**src/rtl/spi_burst_pkg.sv**
```systemverilog
package spi_burst_pkg;
  localparam int FRAME_BITS      = 8;
  localparam int EDGES_PER_FRAME = 2 * FRAME_BITS;

  typedef enum logic [1:0] {
    ST_IDLE  = 2'd0,
    ST_LOAD  = 2'd1,
    ST_SHIFT = 2'd2,
    ST_FIN   = 2'd3
  } seq_state_t;

  function automatic logic [FRAME_BITS-1:0] flip_bits(input logic [FRAME_BITS-1:0] v);
    logic [FRAME_BITS-1:0] r;
    for (int i = 0; i < FRAME_BITS; i++) r[i] = v[FRAME_BITS-1-i];
    return r;
  endfunction
endpackage

```
**src/rtl/spi_frame_shifter.sv**
```systemverilog
module spi_frame_shifter
  import spi_burst_pkg::*;
(
  input  logic                  clk,
  input  logic                  rst_n,
  input  logic                  load,
  input  logic [FRAME_BITS-1:0] load_data,
  input  logic                  cpha,
  input  logic                  lsb_first,
  input  logic                  tick,
  input  logic                  miso,
  output logic                  mosi,
  output logic                  phase,
  output logic                  frame_done,
  output logic [FRAME_BITS-1:0] rx_frame
);
  localparam int EDGE_W = $clog2(EDGES_PER_FRAME);
  localparam logic [EDGE_W-1:0] LAST_EDGE = EDGE_W'(EDGES_PER_FRAME - 1);

  logic                  active_q;
  logic [EDGE_W-1:0]     edge_q;
  logic [FRAME_BITS-1:0] tx_sr, rx_sr, wire_word;
  logic                  mosi_q, phase_q, done_q;
  logic                  lead_edge, take_sample, push_out;

  // Always shift out of the top bit; bit order is fixed at load time.
  assign wire_word   = lsb_first ? flip_bits(load_data) : load_data;
  assign lead_edge   = ~edge_q[0];
  assign take_sample = cpha ? ~lead_edge : lead_edge;
  assign push_out    = cpha ? lead_edge : (~lead_edge && (edge_q != LAST_EDGE));

  always_ff @(posedge clk or negedge rst_n) begin
    if (!rst_n) begin
      active_q <= 1'b0;
      edge_q   <= '0;
      tx_sr    <= '0;
      rx_sr    <= '0;
      mosi_q   <= 1'b0;
      phase_q  <= 1'b0;
      done_q   <= 1'b0;
    end else begin
      done_q <= 1'b0;
      if (load) begin
        active_q <= 1'b1;
        edge_q   <= '0;
        phase_q  <= 1'b0;
        if (cpha) begin
          tx_sr <= wire_word;
        end else begin
          mosi_q <= wire_word[FRAME_BITS-1];
          tx_sr  <= {wire_word[FRAME_BITS-2:0], 1'b0};
        end
      end else if (active_q && tick) begin
        phase_q <= ~phase_q;
        edge_q  <= edge_q + 1'b1;
        if (take_sample) rx_sr <= {rx_sr[FRAME_BITS-2:0], miso};
        if (push_out) begin
          mosi_q <= tx_sr[FRAME_BITS-1];
          tx_sr  <= {tx_sr[FRAME_BITS-2:0], 1'b0};
        end
        if (edge_q == LAST_EDGE) begin
          active_q <= 1'b0;
          done_q   <= 1'b1;
        end
      end
    end
  end

  assign mosi       = mosi_q;
  assign phase      = phase_q;
  assign frame_done = done_q;
  assign rx_frame   = lsb_first ? flip_bits(rx_sr) : rx_sr;
endmodule

```
**src/rtl/spi_burst_seq.sv**
```systemverilog
module spi_burst_seq
  import spi_burst_pkg::*;
#(
  parameter int CNT_W = 24
) (
  input  logic                  clk,
  input  logic                  rst_n,
  input  logic                  start,
  input  logic [CNT_W-1:0]      burst_len,
  input  logic [CNT_W-1:0]      tx_len,
  input  logic                  cpol,
  input  logic                  cpha,
  input  logic                  lsb_first,
  input  logic                  rx_discard,
  input  logic                  tx_valid,
  input  logic [FRAME_BITS-1:0] tx_data,
  output logic                  tx_ready,
  input  logic                  frame_done,
  input  logic [FRAME_BITS-1:0] rx_frame,
  input  logic                  rx_ready,
  output logic                  load,
  output logic [FRAME_BITS-1:0] load_data,
  output logic                  rx_valid,
  output logic [FRAME_BITS-1:0] rx_data,
  output logic                  rx_ovf,
  output logic                  busy,
  output logic                  done,
  output logic                  cpol_l,
  output logic                  cpha_l,
  output logic                  lsb_l
);
  seq_state_t       state_q;
  logic [CNT_W-1:0] sent_q, burst_q, txl_q, sent_next;
  logic             cpol_q, cpha_q, lsb_q, discard_q;
  logic             from_fifo, in_load, in_shift;

  assign sent_next = sent_q + CNT_W'(1);
  assign from_fifo = sent_q < txl_q;
  assign in_load   = state_q == ST_LOAD;
  assign in_shift  = state_q == ST_SHIFT;

  assign tx_ready  = in_load && from_fifo;
  assign load      = in_load && (!from_fifo || tx_valid);
  assign load_data = from_fifo ? tx_data : '0;

  assign rx_valid  = in_shift && frame_done && !discard_q;
  assign rx_data   = rx_frame;
  assign rx_ovf    = rx_valid && !rx_ready;

  assign busy   = state_q != ST_IDLE;
  assign done   = state_q == ST_FIN;
  assign cpol_l = cpol_q;
  assign cpha_l = cpha_q;
  assign lsb_l  = lsb_q;

  always_ff @(posedge clk or negedge rst_n) begin
    if (!rst_n) begin
      state_q   <= ST_IDLE;
      sent_q    <= '0;
      burst_q   <= '0;
      txl_q     <= '0;
      cpol_q    <= 1'b0;
      cpha_q    <= 1'b0;
      lsb_q     <= 1'b0;
      discard_q <= 1'b0;
    end else begin
      case (state_q)
        ST_IDLE: begin
          if (start) begin
            burst_q   <= burst_len;
            txl_q     <= tx_len;
            cpol_q    <= cpol;
            cpha_q    <= cpha;
            lsb_q     <= lsb_first;
            discard_q <= rx_discard;
            sent_q    <= '0;
            state_q   <= (burst_len == '0) ? ST_FIN : ST_LOAD;
          end
        end
        ST_LOAD: begin
          if (load) state_q <= ST_SHIFT;
        end
        ST_SHIFT: begin
          if (frame_done) begin
            sent_q  <= sent_next;
            state_q <= (sent_next == burst_q) ? ST_FIN : ST_LOAD;
          end
        end
        ST_FIN:  state_q <= ST_IDLE;
        default: state_q <= ST_IDLE;
      endcase
    end
  end
endmodule

```
**src/rtl/spi_cs_drive.sv**
```systemverilog
module spi_cs_drive #(
  parameter int NUM_CS = 4,
  localparam int SEL_W = $clog2(NUM_CS)
) (
  input  logic [SEL_W-1:0]  cs_sel,
  input  logic              cs_manual,
  input  logic              cs_level,
  input  logic              cs_act_high,
  input  logic              busy,
  output logic [NUM_CS-1:0] cs_line
);
  logic idle_lvl, sel_lvl;

  assign idle_lvl = ~cs_act_high;
  assign sel_lvl  = cs_manual ? cs_level : (busy ? cs_act_high : idle_lvl);

  for (genvar i = 0; i < NUM_CS; i++) begin : g_line
    assign cs_line[i] = (cs_sel == SEL_W'(i)) ? sel_lvl : idle_lvl;
  end
endmodule

```
**src/rtl/spi_burst_engine.sv**
```systemverilog
module spi_burst_engine
  import spi_burst_pkg::*;
#(
  parameter int CNT_W  = 24,
  parameter int NUM_CS = 4,
  localparam int SEL_W = $clog2(NUM_CS)
) (
  input  logic                  clk,
  input  logic                  rst_n,
  input  logic                  start,
  input  logic [CNT_W-1:0]      burst_len,
  input  logic [CNT_W-1:0]      tx_len,
  input  logic                  cpol,
  input  logic                  cpha,
  input  logic                  lsb_first,
  input  logic                  rx_discard,
  input  logic [SEL_W-1:0]      cs_sel,
  input  logic                  cs_manual,
  input  logic                  cs_level,
  input  logic                  cs_act_high,
  input  logic                  sclk_tick,
  input  logic                  tx_valid,
  input  logic [FRAME_BITS-1:0] tx_data,
  output logic                  tx_ready,
  output logic                  rx_valid,
  output logic [FRAME_BITS-1:0] rx_data,
  input  logic                  rx_ready,
  output logic                  rx_ovf,
  output logic                  sclk,
  output logic                  mosi,
  input  logic                  miso,
  output logic [NUM_CS-1:0]     cs_line,
  output logic                  busy,
  output logic                  done
);
  logic                  load, frame_done, phase;
  logic [FRAME_BITS-1:0] load_data, rx_frame;
  logic                  cpol_l, cpha_l, lsb_l;

  spi_burst_seq #(.CNT_W(CNT_W)) seq_i (
    .clk        (clk),
    .rst_n      (rst_n),
    .start      (start),
    .burst_len  (burst_len),
    .tx_len     (tx_len),
    .cpol       (cpol),
    .cpha       (cpha),
    .lsb_first  (lsb_first),
    .rx_discard (rx_discard),
    .tx_valid   (tx_valid),
    .tx_data    (tx_data),
    .tx_ready   (tx_ready),
    .frame_done (frame_done),
    .rx_frame   (rx_frame),
    .rx_ready   (rx_ready),
    .load       (load),
    .load_data  (load_data),
    .rx_valid   (rx_valid),
    .rx_data    (rx_data),
    .rx_ovf     (rx_ovf),
    .busy       (busy),
    .done       (done),
    .cpol_l     (cpol_l),
    .cpha_l     (cpha_l),
    .lsb_l      (lsb_l)
  );

  spi_frame_shifter shift_i (
    .clk        (clk),
    .rst_n      (rst_n),
    .load       (load),
    .load_data  (load_data),
    .cpha       (cpha_l),
    .lsb_first  (lsb_l),
    .tick       (sclk_tick),
    .miso       (miso),
    .mosi       (mosi),
    .phase      (phase),
    .frame_done (frame_done),
    .rx_frame   (rx_frame)
  );

  spi_cs_drive #(.NUM_CS(NUM_CS)) cs_i (
    .cs_sel      (cs_sel),
    .cs_manual   (cs_manual),
    .cs_level    (cs_level),
    .cs_act_high (cs_act_high),
    .busy        (busy),
    .cs_line     (cs_line)
  );

  // Idle level follows the live input; during a burst the latched copy holds it.
  assign sclk = (busy ? cpol_l : cpol) ^ phase;
endmodule

```
**config.mk**
```make
export PLATFORM = sky130hd
export DESIGN_NAME = spi_burst_engine
export DESIGN_NICKNAME = d
export VERILOG_FILES = /design/src/rtl/spi_burst_pkg.sv /design/src/rtl/spi_frame_shifter.sv /design/src/rtl/spi_burst_seq.sv /design/src/rtl/spi_cs_drive.sv /design/src/rtl/spi_burst_engine.sv
export SDC_FILE = /design/constraint.sdc
export NUM_CORES = 1
export LEC_CHECK = 0
export BUFFER_PORTS_ARGS = -buffer_cell sky130_fd_sc_hd__buf_4
export CORE_MARGIN = 3
export CORE_UTILIZATION = 49
export CTS_BUF_LIST = sky130_fd_sc_hd__clkbuf_2 sky130_fd_sc_hd__clkbuf_4 sky130_fd_sc_hd__clkbuf_8
export DETAILED_ROUTE_END_ITERATION = 10
export GPL_ROUTABILITY_DRIVEN = 1
export PLACE_DENSITY = 0.82
export SLEW_MARGIN = 20
export SYNTH_ARGS = -nofsm -noshare
export SYNTH_HDL_FRONTEND = slang
export SYNTH_SLANG_ARGS = --single-unit
```
**constraint.sdc**
```tcl
create_clock -name clk -period 7.3 [get_ports clk]
set_clock_uncertainty 0.05 [all_clocks]
set_input_delay 0.365 -clock clk [delete_from_list [all_inputs] [get_ports clk]]
set_output_delay 0.365 -clock clk [all_outputs]
set_load 0.02 [all_outputs]
```
Yosys cells after proc, flatten, opt, wreduce, memory -nomap -nowiden
Cells that the tools add are included.

word-level totals
  bits in read-only memories = 0
  output and inout bits = 19
  memory bits (writable) = 0
  latch bits = 0
  register bits after elaboration = 102
  logic and storage cells = 101
  memories = 0

operators by class
  mux-type cells = 39
  equal/unequal tests = 13
  order comparisons = 1
  bitwise operators = 5
  reductions and logical operators = 26
  multiply operators = 0
  shift operators = 0
  add/subtract/negate cells = 2
  divide/modulo/power cells = 0

operator list
  operator                                        count
  two-way mux 8 bit                               7
  two-way mux 24 bit                              2
  case mux 24 bit (2 select lines)                1
  adder 24 x 1 -> 24 bit (second input constant)  1
  == test 24 bit                                  1
  logical NOT 24 bit                              1
  less-than comparator 24 bit                     1
  two-way mux 1 bit                               21
  AND reduction 3 bit                             4
  two-way mux 2 bit                               5
  nonzero test 2 bit                              5
  == test 2 bit (second input constant)           4
  two-way mux 4 bit                               2
  case mux 2 bit (4 select lines)                 1
  logical AND 1 bit                               7
  != test 2 bit (second input constant)           3
  AND reduction 2 bit                             3
  adder 4 x 1 -> 4 bit (second input constant)    1
  == test 2 x 1 -> 1 bit (second input constant)  2
  == test 4 bit (second input constant)           1
  logical NOT 2 bit                               2
  != test 4 bit (second input constant)           1
  inverter 1 bit                                  4
  logical NOT 1 bit                               3
  3 further kinds                                 3

Depth between registers and ports, before layout
Gate-level depths: netlist (run 1).

  depth in word-level cells = 6
  gate-level depth with buffers = 11
  gate-level depth less buffers = 9

Modules after synthesis
From an unflattened synthesis (run 1), not the netlist that was laid out.

unflattened totals
  cell total of the unflattened synthesis = 670
  area, all modules = 6252.2 µm²

by module, submodules not included
  module             cells an instance  area an instance (µm²)  instances
  spi_burst_seq      516                4743.3                  1
  spi_frame_shifter  138                1408.9                  1
  spi_cs_drive       14                 81.3                    1
  spi_burst_engine   2                  18.8                    1

Least setup slack after synthesis (run 1)
OpenSTA, ideal clock, no wires.

  kind = register -> register
  start point = register seq_i.sent_q[23]
  end point = register shift_i.rx_sr[0]
  data arrival time = 2.533 ns
  slack = 4.592 ns
  stages on the path, launching flop included = 9
  data required time = 7.125 ns
  library setup time = 0.125 ns
  path through = dfrtp_1 ha_1 nand4_1 or4_1 nor3_1 o311a_1 buf_2 nand4b_2 mux2_2

between the ends
  longest elaborated chain between the ends = 6

ends and longest elaborated chain
  item                           line                     source
  start: declaration             spi_burst_seq.sv:33      logic [CNT_W-1:0] sent_q, burst_q, txl_q, sent_next;
  start signal: assignment       spi_burst_seq.sv:85      sent_q <= sent_next;
  less-than comparator 24 bit    spi_burst_seq.sv:38      assign from_fifo = sent_q < txl_q;
  logical NOT 1 bit              spi_burst_seq.sv:43      assign load = in_load && (!from_fifo || tx_valid);
  logical OR 1 bit               spi_burst_seq.sv:43
  logical AND 1 bit              spi_burst_seq.sv:43
  inverter 1 bit (no line)       n/a
  AND reduction 3 bit (no line)  n/a
  end signal: assignment         spi_frame_shifter.sv:56  if (take_sample) rx_sr <= {rx_sr[FRAME_BITS-2:0], miso};
  end: declaration               spi_frame_shifter.sv:22  logic [FRAME_BITS-1:0] tx_sr, rx_sr, wire_word;

Every way passes these cells.
A chain may end at the register's enable or synchronous reset.

Final worst setup path (run 1)
  start point = register seq_i.sent_q[23]
  end point = register shift_i.rx_sr[4]

Same word-level chain as after synthesis.

==> results of run 1 <==
## layer usage
metal / GRT usage / up-vias / part of all wire
met5: 0 / - / 0
met4: 0.06879 / 0 / 0.021
met3: 0.06507 / 33 / 0.076
met2: 0.3531 / 203 / 0.49
met1: 0.2813 / 2496 / 0.42
li1: - / 2475 / -
## layout make-up
| type | count | area [sq um] |
|---|---|---|
| sequential | 102 | 2552 |
| timing repair buffer | 94 | 708.2 |
| multi-input combinational | 479 | 3382 |
| tap | 168 | 210.2 |
| inverter | 31 | 116.4 |
| fill | 1074 | 5035 |
| clock buffer | 12 | 152.6 |
| clock inverter | 4 | 55.05 |
## logic make-up (layout without fill, tap and decap cells)
family | count (synthesis) | count (layout) | share of synthesized area
and+or+nand+nor | 206 | 206 | 0.1764
muxes | 67 | 67 | 0.1271
buffers and inverters | 69 | 141 | 0.04685
DFF | 102 | 102 | 0.4102
adders and majority gates | 25 | 25 | 0.05027
AOI/OAI and AO/OA | 148 | 148 | 0.1428
xor gates and xnor gates | 33 | 33 | 0.04645
## registers in the layout (all words and copies together), names as in the netlist
name / count
seq_i.lsb_l: 1
shift_i.active_q: 1
shift_i.tx_sr: 8
shift_i.frame_done: 1
shift_i.edge_q: 4
shift_i.phase: 1
shift_i.rx_sr: 8
seq_i.state_q: 2
seq_i.cpha_l: 1
seq_i.discard_q: 1
seq_i.cpol_l: 1
seq_i.sent_q: 24
seq_i.txl_q: 24
seq_i.burst_q: 24
shift_i.mosi: 1
## worst paths after layout
path / start / slack [ns] / depth (start not counted) / to
worst max-delay path: seq_i.sent_q[23]$_DFFE_PN0P_ / 3.55 / 7 / shift_i.rx_sr[4]$_DFFE_PN0P_
worst min-delay path: tx_len[22] / 0.14 / 3 / seq_i.txl_q[22]$_DFFE_PN0P_
worst max register to register: seq_i.sent_q[23]$_DFFE_PN0P_ / 3.55 / 7 / shift_i.rx_sr[4]$_DFFE_PN0P_
worst min register to register: seq_i.cpol_l$_DFFE_PN0P_ / 0.47 / 1 / seq_i.cpol_l$_DFFE_PN0P_
max in group asynchronous: rst_n / 5.58 / 3 / shift_i.tx_sr[7]$_DFFE_PN0P_
min in group asynchronous: rst_n / 0.43 / 2 / seq_i.txl_q[14]$_DFFE_PN0P_
## per-stage QoR
step	setup WS (ns)	instances	power, uW	cell area [sq um]	hold slack, ns
2_1_floorplan	4.592	650	1673	6222	0.01941
3_3_place_gp	3.764	873	1938	6959	0.2871
3_5_place_dp	3.571	873	1998	6959	0.2959
4_1_cts	3.565	890	2374	7177	0.1275
5_1_grt	3.317	890	2538	7177	0.1290
6_report	3.554	890	2359	7177	0.1388
## worst max-delay path, cell delays in order, from the launching register on
cell and delay [ns]:
dfrtp_1 0.47, ha_1 0.35, nand4_1 0.16, or4_1 0.54
nor3_1 0.57, o311a_1 0.74, nand4b_2 0.38, mux2_2 0.36
## where the power goes
part	total (uW)	internal [uW]	leakage, uW	switching, uW
logic	1030	508	0.00174	519
registers	959	777	0.00128	182
clock network	372	178	0.000104	195
## synthesized netlist by cell type (all sizes together) (3+ instances only)
| cell type | count |
|---|---|
| or2 | 3 |
| buf | 13 |
| mux2i | 16 |
| ha | 25 |
| clkbuf | 25 |
| xnor2 | 23 |
| a211oi | 4 |
| mux2 | 46 |
| nor2b | 6 |
| dfrtp | 102 |
| nand2b | 3 |
| and4 | 11 |
| nor4 | 10 |
| inv | 31 |
| nand2 | 65 |
| a31oi | 5 |
| nor2 | 37 |
| nor3 | 9 |
| a21oi | 25 |
| or3 | 5 |
| a21o | 3 |
| o31ai | 12 |
| nand4 | 20 |
| o21ai | 75 |
| nor3b | 3 |
| xor2 | 10 |
| and2 | 11 |
| nand3 | 13 |
| mux4 | 5 |
==> run_results.csv, run 1 <==
group,metric,value,unit
run_status,outcome,"finished, final reports clean",
logic_synthesis,netlist_area,0.006222,sq mm
worst_setup_path,end_kind,"flip-flop",
worst_setup_path,criticalPathCategory,"flip-flop to flip-flop",
grt,grt_pass1_vias,5198,
logic_synthesis,synth-main-ff-cell,"dfrtp_1",
pwr,p_per_area,328.7,mW/mm^2
cts,htree_levels,3,
cts,ctsResizeCount,0,
sta,worstMarginPinSlew,1.139,ns
cts,cts.root.buffer_cell,"clkbuf_8",
pwr,p_leak,0.003122,uW
floorplan,start_util,0.5095,
floorplan,die_h,118.7,microns
logic_synthesis,synth_nets,747,
finish,nNetsFinal,814,
finish,layout_commonest_cell,"dfrtp_1",
worst_setup_path,crit_fanout,26,
sta,rsz0062_at_grt,"no",
finish,layout_common_cells,"102 x dfrtp_1, 93 x buf_4, 71 x o21ai_0",
grt,grt_pass1_wl,25120,microns
placement,place_hpwl,11150,microns
routing,first_pass_iters,7,
placement,io_buffers,90,
grt,track_usage,0.2179,
finish,n_antenna_cell,0,
routing,wl_per_cell,16.84,microns
logic_synthesis,ys_ff_latch,102,
cts,cts_setup_buffers,0,
floorplan,fp.dieW,118.7,microns
logic_synthesis,synthArstFlopShare,1.000,
flow_run,cap_violations,0,
placement,gp_congestion,0.8829,
floorplan,io_pins,91,
sta,final-hold-violation-count,0,
cts,cts_num_sinks,102,
sta,finalSetupViolations,0,
logic_synthesis,synth.area.top_cells,"dfrtp_1 41%, mux2_2 8.3%, o21ai_0 5.7%, ha_1 5.0%, nand2_1 3.9%",
sta,tns,0,ns
logic_synthesis,ys_seq_area_frac,0.4102,
sta,fin_crit_sh,0.5131,
routing,routed_wl,14990,microns
routing,drc_errors,0,
worst_setup_path,startpoint_type,"flip-flop",
logic_synthesis,avgSynthCellArea,9.573,sq um
min_path,hp-class,"primary input to flip-flop",
routing,drt-vias-per-instance,5.851,
finish,drive_above_1_share,0.2410,
cts,cts-buffers-inserted,9,
logic_synthesis,yosysWarnings,0,
sta,maxSlewViolCount,0,
worst_setup_path,critical_path_arrival,3.96,ns
cts,clock_path_buffers,2,
cts,clk_latency,0.37,ns
routing,routed-via-count,5207,
grt,antenna_found_initial,0,
worst_setup_path,critPathRequiredTime,7.51,ns
floorplan,dieArea,0.01409,sq mm
pwr,peakVddDrop,0.2806,mV
finish,area_growth_syn_to_layout,15.34,%
finish,final_util,0.5877,
floorplan,core,0.01221,sq mm
grt,grt_max_degree,69,
grt,grt-ovfl-total,0,
routing,drtAntennaViolNets,0,
sta,max_freq,267.0,MHz
logic_synthesis,ys_types,64,
sta,slew-limit-headroom,0.2386,
floorplan,num_rows,40,
sta,fin_crit,3.746,ns
cts,cts_tree,"yes",
logic_synthesis,synth_cells,650,
routing,drt_iter0_drc,334,
cts,clk_transition_reported_paths,0.10,ns
logic_synthesis,synth-edff-count,0,
logic_synthesis,yosysTopAreaCellShare,0.4102,
cts,hold_buffers,1,
logic_synthesis,yosysTopAreaCell,"dfrtp_1",
Note: power is estimated with default switching activity, not from simulation.
==> run 2: changes to the inputs <==
Clock period 7.3 ns to 3.58 ns, I/O delays scaled along.
==> run_results.csv, run 2 (same netlist as run 1, synthesis figures left out) <==
group,metric,value,unit
worst_setup_path,reg2reg_to,"seq_i.state_q[1]$_DFFE_PN0P_",
cts,clk_transition_reported_paths,0.10,ns
worst_setup_path,critical_path_arrival,3.55,ns
sta,fin_crit_sh,0.9116,
finish,area_growth_syn_to_layout,24.53,%
cts,cts_tree,"yes",
floorplan,die_h,118.7,microns
pwr,p_leak,0.003367,uW
sta,tns,0,ns
min_path,hold_start,"tx_valid",
grt,grt-ovfl-total,0,
pwr,pwr-share-clk,0.164,
worst_setup_path,max_stage_delay,0.51,ns
finish,nNetsFinal,871,
placement,post_dp_cell_area,0.006989,sq mm
worst_setup_path,startpoint_type,"flip-flop",
routing,first_pass_iters,5,
worst_setup_path,reg2regPathDepth,8,
sta,final-hold-violation-count,0,
sta,fin_crit,3.263,ns
floorplan,dieArea,0.01409,sq mm
min_path,hp-class,"primary input to flip-flop",
sta,max_freq,306.4,MHz
flow_run,cap_violations,0,
pwr,p_per_area,635.1,mW/mm^2
cts,ctsResizeCount,0,
sta,finalSetupViolations,0,
finish,layout_commonest_cell,"dfrtp_1",
cts,clock_path_buffers,2,
grt,grt_max_degree,44,
routing,wl_per_cell,16.63,microns
worst_setup_path,crit_slowest_cell,"or4b_1",
routing,routed_wl,15730,microns
worst_setup_path,crit_fanout,12,
pwr,peakVddDrop,0.6471,mV
routing,routed-via-count,5375,
cts,cts.root.buffer_cell,"clkbuf_8",
floorplan,io_pins,91,
cts,clk_latency,0.39,ns
worst_setup_path,critPathRequiredTime,3.87,ns
worst_setup_path,path_depth,8,
min_path,hold_depth,3,
floorplan,num_rows,40,
cts,cts-buffers-inserted,9,
worst_setup_path,cp_num_buf_inv,0,
pwr,comb_power_share,0.437,
run_status,outcome,"finished, final reports clean",
placement,place_hpwl,11020,microns
worst_setup_path,crit_family,"simple AND/OR/NAND/NOR gates",
finish,reg_top3,"seq_i.burst_q x24, seq_i.sent_q x24, seq_i.txl_q x24",
cts,cts_num_sinks,102,
worst_setup_path,rrSetupSlack,0.32,ns
floorplan,core,0.01221,sq mm
routing,drtAntennaViolNets,0,
routing,drt-vias-per-instance,5.682,
pwr,swShare,0.3762,
worst_setup_path,crit_start,"seq_i.sent_q[0]$_DFFE_PN0P_",
grt,track_usage,0.2286,
worst_setup_path,end_kind,"flip-flop",
floorplan,fp.dieW,118.7,microns
sta,maxSlewViolCount,0,
routing,drt_iter0_drc,289,
routing,drc_errors,0,
grt,antenna_found_initial,0,
cts,htree_levels,3,
finish,layout_common_cells,"102 x dfrtp_1, 97 x buf_4, 71 x o21ai_0",
worst_setup_path,reg2reg_from,"seq_i.sent_q[0]$_DFFE_PN0P_",
sta,worstMarginPinSlew,1.021,ns
grt,grt_pass1_wl,26140,microns
finish,n_antenna_cell,0,
sta,slew-limit-headroom,0.3187,
floorplan,start_util,0.5095,
sta,holdWs,0.01758,ns
grt,grt_pass1_vias,5355,
worst_setup_path,path_cells,"ha_1 -> nand4_1 -> nor3_1 -> a31oi_1 -> a22o_1 -> or4b_1 -> nor4_1 -> a21o_1",
placement,gp_congestion,0.8702,
pwr,internal_power,3070,uW
pwr,power.share.sequential,0.398,
pwr,switchingPower,1851,uW
finish,drive_above_1_share,0.2288,
worst_setup_path,criticalPathCategory,"flip-flop to flip-flop",
worst_setup_path,endpoint,"seq_i.state_q[1]$_DFFE_PN0P_",
finish,design_area,0.007749,sq mm
placement,io_buffers,90,
finish,final_util,0.6345,
sta,rsz0062_at_grt,"no",
run 2: cell types whose count changed in the layout (fill, tap and decap cells not counted):
cell           before  now
nand2_1            65   64
bufinv_16           1    2
clkbuf_4            2    1
inv_6               1    0
clkbuf_8           10    9
nand2_2             0    1
clkinv_4            1    2
buf_4              93   97
dlygate4sd3_1       1   54
run 2: per-layer routing:
layer	GRT usage	vias to the layer above	part of all wire
met4	0.07531	0	0.024
met3	0.05598	32	0.058
li1	-	2593	-
met2	0.3833	187	0.48
met5	0	-	0
met1	0.2903	2563	0.43
run 2: cell type report:
type / count / area, sq um
fill: 997 / 4463
sequential: 102 / 2552
timing repair buffer: 151 / 1269
clock inverter: 5 / 85.08
multi-input combinational: 479 / 3385
clock buffer: 10 / 131.4
tap: 168 / 210.2
inverter: 31 / 116.4
run 2: worst min path at each step:
| stage | end | slack [ns] |
|---|---|---|
| 2_1_floorplan | seq_i.burst_q[0]$_DFFE_PN0P_ | -0.17 |
| 4_1_cts | seq_i.burst_q[2]$_DFFE_PN0P_ | 0.002 |
| 3_5_place_dp | seq_i.txl_q[4]$_DFFE_PN0P_ | 0.17 |
| 3_3_place_gp | seq_i.txl_q[6]$_DFFE_PN0P_ | 0.16 |
| 5_1_grt | seq_i.state_q[0]$_DFFE_PN0P_ | 0.02 |
| 6_report | seq_i.state_q[0]$_DFFE_PN0P_ | 0.02 |
run 2: timing repair:
item,4_1_cts,5_1_grt
endpoints found under the setup margin,0,0
buffers inserted,0,0
hold buffers,53,1
hold endpoints to repair,93,1
run 2: worst reg2reg max path: cells and delay by family (launching register included):
family	cells	cell delay, ns
adders and majority gates	1	0.46
DFF	1	0.49
and+or+nand+nor	4	1.63
AOI/OAI and AO/OA	3	0.57
run 2: power groups by stage:
stage	Clock, uW	Sequential [uW]	Combinational [uW]
final	808	1960	2150
after global routing	863	2010	2390
after CTS	824	1960	2160
after detailed placement	0	1980	2080
after global placement	0	1950	2010
after floorplan	0	1820	1590
run 2: metrics by stage:
| stage | instances | setup WS (ns) | power [uW] |
|---|---|---|---|
| 6_report | 946 | 0.3165 | 4921 |
| 5_1_grt | 946 | 0.1102 | 5268 |
| 4_1_cts | 945 | 0.3882 | 4935 |
| 3_5_place_dp | 877 | 0.4299 | 4061 |
| 2_1_floorplan | 650 | 0.8723 | 3412 |
| 3_3_place_gp | 877 | 0.5525 | 3956 |
